`src/rtl/fpinv_pkg.sv`:
```
package fpinv_pkg;
  localparam int unsigned N_SRC = 3;   // operands a, b, c
  localparam int unsigned N_MUL = 2;   // operands that take part in cause tests

  localparam logic [3:0] OP_ADD    = 4'd0;
  localparam logic [3:0] OP_SUB    = 4'd1;
  localparam logic [3:0] OP_MUL    = 4'd2;
  localparam logic [3:0] OP_DIV    = 4'd3;
  localparam logic [3:0] OP_SQRT   = 4'd4;
  localparam logic [3:0] OP_RSQRT  = 4'd5;
  localparam logic [3:0] OP_RECIP  = 4'd6;
  localparam logic [3:0] OP_RSP    = 4'd7;
  localparam logic [3:0] OP_FMADD  = 4'd8;
  localparam logic [3:0] OP_FMSUB  = 4'd9;
  localparam logic [3:0] OP_FNMADD = 4'd10;
  localparam logic [3:0] OP_FNMSUB = 4'd11;

  localparam logic [1:0] SEL_PASS = 2'b00;
  localparam logic [1:0] SEL_DFLT = 2'b01;
  localparam logic [1:0] SEL_PROP = 2'b10;

  typedef struct packed {
    logic snan;
    logic inf_sub;
    logic inf_mul_zero;
    logic inf_div;
    logic zero_div;
    logic neg_sqrt;
  } cause_t;

  function automatic logic is_fused(input logic [3:0] op);
    return (op == OP_FMADD) || (op == OP_FMSUB) || (op == OP_FNMADD) || (op == OP_FNMSUB);
  endfunction

  // operands examined per op code
  function automatic logic [N_SRC-1:0] src_mask(input logic [3:0] op);
    logic [N_SRC-1:0] m;
    if (op <= OP_DIV)      m = 3'b011;
    else if (op <= OP_RSP) m = 3'b001;
    else if (is_fused(op)) m = 3'b111;
    else                   m = 3'b000;
    return m;
  endfunction
endpackage

```
`src/rtl/fpinv_nan_class.sv`:
```
module fpinv_nan_class #(
  parameter int unsigned EXP_W  = 11,
  parameter int unsigned FRAC_W = 52
) (
  input  logic [EXP_W+FRAC_W:0] val_i,
  output logic                  snan_o,
  output logic [EXP_W+FRAC_W:0] quiet_o
);
  logic [EXP_W-1:0]  exp_w;
  logic [FRAC_W-1:0] frac_w;

  assign exp_w   = val_i[EXP_W+FRAC_W-1 -: EXP_W];
  assign frac_w  = val_i[FRAC_W-1:0];
  assign snan_o  = (&exp_w) && (|frac_w) && !frac_w[FRAC_W-1];
  // top fraction bit is the quiet marker
  assign quiet_o = {val_i[EXP_W+FRAC_W:FRAC_W], 1'b1, frac_w[FRAC_W-2:0]};
endmodule

```
`src/rtl/fpinv_special_class.sv`:
```
module fpinv_special_class #(
  parameter int unsigned EXP_W  = 11,
  parameter int unsigned FRAC_W = 52
) (
  input  logic [EXP_W+FRAC_W:0] val_i,
  output logic                  inf_o,
  output logic                  zero_o,
  output logic                  sign_o
);
  assign sign_o = val_i[EXP_W+FRAC_W];
  assign inf_o  = (&val_i[EXP_W+FRAC_W-1 -: EXP_W]) && (val_i[FRAC_W-1:0] == '0);
  assign zero_o = (val_i[EXP_W+FRAC_W-1:0] == '0);
endmodule

```
`src/rtl/fpinv_cause_detect.sv`:
```
module fpinv_cause_detect
  import fpinv_pkg::*;
(
  input  logic [3:0]       op_i,
  input  logic [N_MUL-1:0] inf_i,
  input  logic [N_MUL-1:0] zero_i,
  input  logic [N_MUL-1:0] sign_i,
  output logic             inf_sub_o,
  output logic             inf_mul_zero_o,
  output logic             inf_div_o,
  output logic             zero_div_o,
  output logic             neg_sqrt_o
);
  logic both_inf, both_zero, inf_zero_pair, same_sign;

  assign both_inf      = inf_i[0] && inf_i[1];
  assign both_zero     = zero_i[0] && zero_i[1];
  assign inf_zero_pair = (inf_i[0] && zero_i[1]) || (zero_i[0] && inf_i[1]);
  assign same_sign     = (sign_i[0] == sign_i[1]);

  always_comb begin
    inf_sub_o      = 1'b0;
    inf_mul_zero_o = 1'b0;
    inf_div_o      = 1'b0;
    zero_div_o     = 1'b0;
    neg_sqrt_o     = 1'b0;
    unique case (op_i)
      OP_ADD:   inf_sub_o = both_inf && !same_sign;
      OP_SUB:   inf_sub_o = both_inf && same_sign;
      OP_MUL:   inf_mul_zero_o = inf_zero_pair;
      OP_DIV: begin
        inf_div_o  = both_inf;
        zero_div_o = !both_inf && both_zero;
      end
      OP_SQRT, OP_RSQRT: neg_sqrt_o = sign_i[0] && !zero_i[0];
      OP_FMADD, OP_FMSUB, OP_FNMADD, OP_FNMSUB: inf_mul_zero_o = inf_zero_pair;
      default: ;
    endcase
  end
endmodule

```
`src/rtl/fpinv_nan_select.sv`:
```
module fpinv_nan_select #(
  parameter int unsigned N      = 3,
  parameter int unsigned DATA_W = 64
) (
  input  logic [N-1:0]             snan_i,
  input  logic [N-1:0]             used_i,
  input  logic [N-1:0][DATA_W-1:0] quiet_i,
  output logic                     hit_o,
  output logic [DATA_W-1:0]        val_o
);
  // scan high to low so the lowest index wins
  always_comb begin
    hit_o = 1'b0;
    val_o = '0;
    for (int i = N - 1; i >= 0; i--) begin
      if (snan_i[i] && used_i[i]) begin
        hit_o = 1'b1;
        val_o = quiet_i[i];
      end
    end
  end
endmodule

```
`src/rtl/fpinv_classifier.sv`:
```
module fpinv_classifier
  import fpinv_pkg::*;
#(
  parameter int unsigned EXP_W  = 11,
  parameter int unsigned FRAC_W = 52
) (
  input  logic                  clk_i,
  input  logic                  rst_ni,
  input  logic                  valid_i,
  input  logic [3:0]            op_i,
  input  logic [EXP_W+FRAC_W:0] src_a_i,
  input  logic [EXP_W+FRAC_W:0] src_b_i,
  input  logic [EXP_W+FRAC_W:0] src_c_i,
  output logic                  valid_o,
  output logic                  inv_snan_o,
  output logic                  inv_inf_sub_o,
  output logic                  inv_inf_mul_zero_o,
  output logic                  inv_inf_div_o,
  output logic                  inv_zero_div_o,
  output logic                  inv_neg_sqrt_o,
  output logic [1:0]            res_sel_o,
  output logic [EXP_W+FRAC_W:0] res_val_o
);
  localparam int unsigned DATA_W = 1 + EXP_W + FRAC_W;
  localparam logic [DATA_W-1:0] DFLT_QNAN = {1'b0, {EXP_W{1'b1}}, 1'b1, {(FRAC_W-1){1'b0}}};

  logic [N_SRC-1:0][DATA_W-1:0] src_v, quiet_v;
  logic [N_SRC-1:0]             snan_v, used_v;
  logic [N_MUL-1:0]             inf_v, zero_v, sign_v;
  logic                         snan_hit;
  logic [DATA_W-1:0]            snan_val;
  cause_t                       cause_c, cause_d, cause_q;
  logic [1:0]                   sel_d, sel_q;
  logic [DATA_W-1:0]            val_d, val_q;
  logic                         vld_q;

  assign src_v  = {src_c_i, src_b_i, src_a_i};
  assign used_v = src_mask(op_i);

  for (genvar g = 0; g < N_SRC; g++) begin : g_nan
    fpinv_nan_class #(.EXP_W(EXP_W), .FRAC_W(FRAC_W)) u_nan (
      .val_i  (src_v[g]),
      .snan_o (snan_v[g]),
      .quiet_o(quiet_v[g])
    );
  end

  for (genvar g = 0; g < N_MUL; g++) begin : g_spec
    fpinv_special_class #(.EXP_W(EXP_W), .FRAC_W(FRAC_W)) u_spec (
      .val_i (src_v[g]),
      .inf_o (inf_v[g]),
      .zero_o(zero_v[g]),
      .sign_o(sign_v[g])
    );
  end

  fpinv_cause_detect u_cause (
    .op_i          (op_i),
    .inf_i         (inf_v),
    .zero_i        (zero_v),
    .sign_i        (sign_v),
    .inf_sub_o     (cause_c.inf_sub),
    .inf_mul_zero_o(cause_c.inf_mul_zero),
    .inf_div_o     (cause_c.inf_div),
    .zero_div_o    (cause_c.zero_div),
    .neg_sqrt_o    (cause_c.neg_sqrt)
  );
  assign cause_c.snan = 1'b0;

  fpinv_nan_select #(.N(N_SRC), .DATA_W(DATA_W)) u_sel (
    .snan_i (snan_v),
    .used_i (used_v),
    .quiet_i(quiet_v),
    .hit_o  (snan_hit),
    .val_o  (snan_val)
  );

  // specific causes outrank signaling NaN
  always_comb begin
    cause_d = '0;
    sel_d   = SEL_PASS;
    val_d   = '0;
    if (valid_i) begin
      if (|cause_c) begin
        cause_d = cause_c;
        sel_d   = SEL_DFLT;
        val_d   = DFLT_QNAN;
      end else if (snan_hit) begin
        cause_d.snan = 1'b1;
        sel_d        = SEL_PROP;
        val_d        = snan_val;
      end
    end
  end

  always_ff @(posedge clk_i or negedge rst_ni) begin
    if (!rst_ni) begin
      vld_q   <= 1'b0;
      cause_q <= '0;
      sel_q   <= SEL_PASS;
      val_q   <= '0;
    end else begin
      vld_q   <= valid_i;
      cause_q <= cause_d;
      sel_q   <= sel_d;
      val_q   <= val_d;
    end
  end

  assign valid_o            = vld_q;
  assign inv_snan_o         = cause_q.snan;
  assign inv_inf_sub_o      = cause_q.inf_sub;
  assign inv_inf_mul_zero_o = cause_q.inf_mul_zero;
  assign inv_inf_div_o      = cause_q.inf_div;
  assign inv_zero_div_o     = cause_q.zero_div;
  assign inv_neg_sqrt_o     = cause_q.neg_sqrt;
  assign res_sel_o          = sel_q;
  assign res_val_o          = val_q;
endmodule

```
`config.mk`:
```
export PLATFORM = sky130hd
export DESIGN_NAME = fpinv_classifier
export DESIGN_NICKNAME = d
export VERILOG_FILES = /design/src/rtl/fpinv_pkg.sv /design/src/rtl/fpinv_nan_class.sv /design/src/rtl/fpinv_special_class.sv /design/src/rtl/fpinv_cause_detect.sv /design/src/rtl/fpinv_nan_select.sv /design/src/rtl/fpinv_classifier.sv
export SDC_FILE = /design/constraint.sdc
export NUM_CORES = 1
export LEC_CHECK = 0
export ABC_AREA = 1
export ABC_CLOCK_PERIOD_IN_PS = 800
export BUFFER_PORTS_ARGS = -buffer_cell sky130_fd_sc_hd__clkbuf_2
export CAP_MARGIN = 5
export CELL_PAD_IN_SITES_DETAIL_PLACEMENT = 0
export CELL_PAD_IN_SITES_GLOBAL_PLACEMENT = 2
export CORE_UTILIZATION = 22
export CTS_CLUSTER_SIZE = 16
export DETAILED_ROUTE_END_ITERATION = 10
export PLACE_DENSITY_LB_ADDON = 0.1
export SYNTH_ARGS = -nofsm -noshare
export SYNTH_HDL_FRONTEND = slang
export SYNTH_SLANG_ARGS = --single-unit
```
`constraint.sdc`:
```
create_clock -name clk_i -period 0.8 [get_ports clk_i]
set_clock_uncertainty 0.15 [all_clocks]
set_input_delay 0.08 -clock clk_i [delete_from_list [all_inputs] [get_ports clk_i]]
set_output_delay 0.08 -clock clk_i [all_outputs]
set_load 0.1 [all_outputs]
```
==> results.cfg <==
[synthesis]
synthAdderAreaFrac_pct = 0
synth_cell_types = 27
syn-num-nets = 904
synth_top_family_by_area = simple AND/OR/NAND/NOR gates
synth-xor-area-share_pct = 0.3754
synthCells = 705
ys_seq_area_share_pct = 38.62
synthMuxAreaShare_pct = 0
synth_seq_cells = 72
syn_area_sq_mm = 0.004666
yosysWarnings = 0
synthSimpleGateAreaFrac_pct = 36.82
synth_compound_area_share_pct = 14.03
syn_area_per_cell_sq_um = 6.618

[flow_run]
cap_viol_max_count = 0

[timing]
fmax_ghz = 0.5948
holdWs_ps = -113.1
setup_ws_ps = -881.4
relSlewSlack_pct = 77.25
hold_viol_final = 18
post-route-min-period_ps = 1681
rsz0062_at_grt = yes
setup_viol = 144
maxSlewViolCount = 0
finalCritPeriodShare_pct = 210.2
worst_pin_slew_ps = 338.6

[route]
vias_per_cell = 4.261
drc_errors = 0
ant_nets = 0
vias = 5884
first_iter_violations = 169
drt-total-wl_um = 21510
dr.pass1.iters = 5
wl_per_cell_um = 15.57

[place]
pre_cts_ws_ps = -1278
dp_hpwl_um = 16180
gp_congestion = 0.8015
dp.cells = 1336
port-buffer-count = 271
place_area_sq_mm = 0.008690

[cells_and_area]
design_area_sq_mm = 0.009997
final_cell_mix = clkbuf_2, buf_4, nand2_1
final_layout_size_suffix_gt1_share_pct = 57.88
area_growth_pct = 114.3
n_antenna_cell = 0
fin_nets = 1305
mostFrequentLayoutCell = clkbuf_2
utilization_pct = 48.78
instances_no_fill = 1381

[global_routing]
overflow = 0
grt_util_all_layers_pct = 19.10
grt_pass1_vias = 5894
antenna_found_initial = 0
grt_max_degree = 59
grt_first_pass_wirelength_um = 31510

[min_path]
hp-start = valid_i
hp-class = input port to register

[worst_setup_path]
crit_start = src_b_i[25]
path_cells = buf_6, nor2_1, nand2_1, nor2_2, buf_6, buf_4, nand2_2, nor2_4, nand2_4, inv_2, nand2_2, nand2_2, nand2_2, nand4_4, buf_12, buf_16, nor2_4
crit_top_cell = nand2_2
crit_arrival_ps = 1770
end_kind = register
worst_path_max_delay_cell = nor2_2
worst-endpoint-required_ps = 890
worstSetupPathType = input port to register
cp-start-kind = input port
cpPeakStageDelay_ps = 140
cp_max_fo = 6

[outcome]
failed_checks = negative hold slack, negative setup slack
status = complete, but fails checks

[clock_tree]
root_buffer = clkbuf_16
clockBufferDepth = 2
holdBufCountCts = 1
clk_pin_slew_ps = 60
htreeDepth = 3
numCtsBuffers = 9
cts_sinks = 72
cts_tree = yes

[power]
clockPowerShare_pct = 42.9
combPwrFrac_pct = 18.6
power_density_mw_per_mm2 = 953.2
ir_drop_uv = 1077
p_seq_share_pct = 38.5
power.net_switching_mw = 2.511
switching_share_pct = 26.35
power.total_mw = 9.529
p_leak_nw = 4.668
p_int_mw = 7.019

[die]
die_h_um = 147.6
start_util_pct = 22.77
die_w_um = 147.6
core_sq_mm = 0.02049
die_area_sq_mm = 0.02179
ioPinCount = 272
rows = 52
Yosys cell counts:
library cell  count  area share, %
nand4_1           6           0.80
o21ai_1           5           0.54
xor2_1            1           0.19
nor3_1            8           0.86
buf_4             7            1.1
clkbuf_1         11           0.88
o31ai_1           1           0.16
o21ai_0          48            5.1
nand2_1         140             11
nand4_4           1           0.46
nand3b_1          2           0.32
a21oi_1           1           0.11
nor2_1          185             15
o21a_1           48            7.7
inv_1            72            5.8
or2_2             1           0.13
nand3_1          68            7.3
nor2_2            1           0.13
or2_1             2           0.27
dfrtp_1          72             39
a21oi_2           1           0.19
inv_2             3           0.24
nand2_2           3           0.40
buf_2            13            1.4
o21bai_1          1           0.16
buf_6             3           0.72
xnor2_1           1           0.19
layout make-up:
cell class | count | area (sq um)
Clock buffer | 10 | 229.0
Fill cell | 2037 | 10500
Tap cell | 270 | 337.8
Inverter | 75 | 281.5
Multi-Input combinational cell | 525 | 2974
Sequential cell | 72 | 2064
Timing Repair Buffer | 423 | 4041
Clock inverter | 6 | 68.82
metrics by stage:
| stage | TNS [ps] | hold slack [ps] |
|---|---|---|
| 2_1_floorplan | -50810 | -365.6 |
| 3_3_place_gp | -92810 | -67.18 |
| 3_5_place_dp | -91690 | -71.92 |
| 4_1_cts | -89920 | -124.7 |
| 5_1_grt | -96500 | -113.2 |
| 6_report | -89360 | -113.1 |
worst paths after layout:
path	to	slack [ps]	depth (start not counted)
worst max-delay path	res_val_o[12]$_DFF_PN0_	-880	17
worst min-delay path	valid_o$_DFF_PN0_	-110	2
max in group asynchronous	res_val_o[2]$_DFF_PN0_	90	3
min in group asynchronous	res_val_o[35]$_DFF_PN0_	100	3
layer usage:
metal	share of wire [%]	vias up	wire (um)	global-route usage, %
li1	-	3029	-	-
met1	45	2660	9590	24.24
met2	49	181	10630	32.71
met3	4.9	14	1048	4.383
met4	1.1	0	235	4.485
met5	0	-	0	0
timing repair:
| action | 4_1_cts | 5_1_grt |
|---|---|---|
| pin swaps | 7 | 53 |
| resized for setup | 62 | 141 |
| endpoints found under the hold margin | 96 | 15 |
| setup buffers | 7 | 14 |
| gates cloned | 4 | 6 |
| setup endpoints to repair | 144 | 144 |
logic make-up after synthesis:
family / count (synthesis)
XOR/XNOR: 2
AO/OA/AOI/OAI: 105
flip-flops: 72
buffers and inverters: 109
AND/OR/NAND/NOR: 417
sequential cells by signal (all words and copies together) (netlist names):
register and count:
inv_inf_div_o 1, res_sel_o 1, inv_inf_sub_o 1, inv_inf_mul_zero_o 1, inv_neg_sqrt_o 1, inv_snan_o 1, inv_zero_div_o 1, valid_o 1
res_val_o 64
critical path: cells and delay by family:
family / cells / cell delay [ps]
AND/OR/NAND/NOR: 11 / 1000
buffers and inverters: 6 / 680
power by group through the flow:
| stage | sequential (mW) | combinational, mW | clock (mW) |
|---|---|---|---|
| after floorplan | 3.85 | 0.368 | 0 |
| after global placement | 3.75 | 1.66 | 0 |
| after detailed placement | 3.75 | 1.65 | 0 |
| after CTS | 3.67 | 1.68 | 4.25 |
| after global routing | 3.67 | 1.96 | 4.38 |
| final | 3.67 | 1.77 | 4.09 |
No activity file was read; power rests on OpenSTA's default activity.
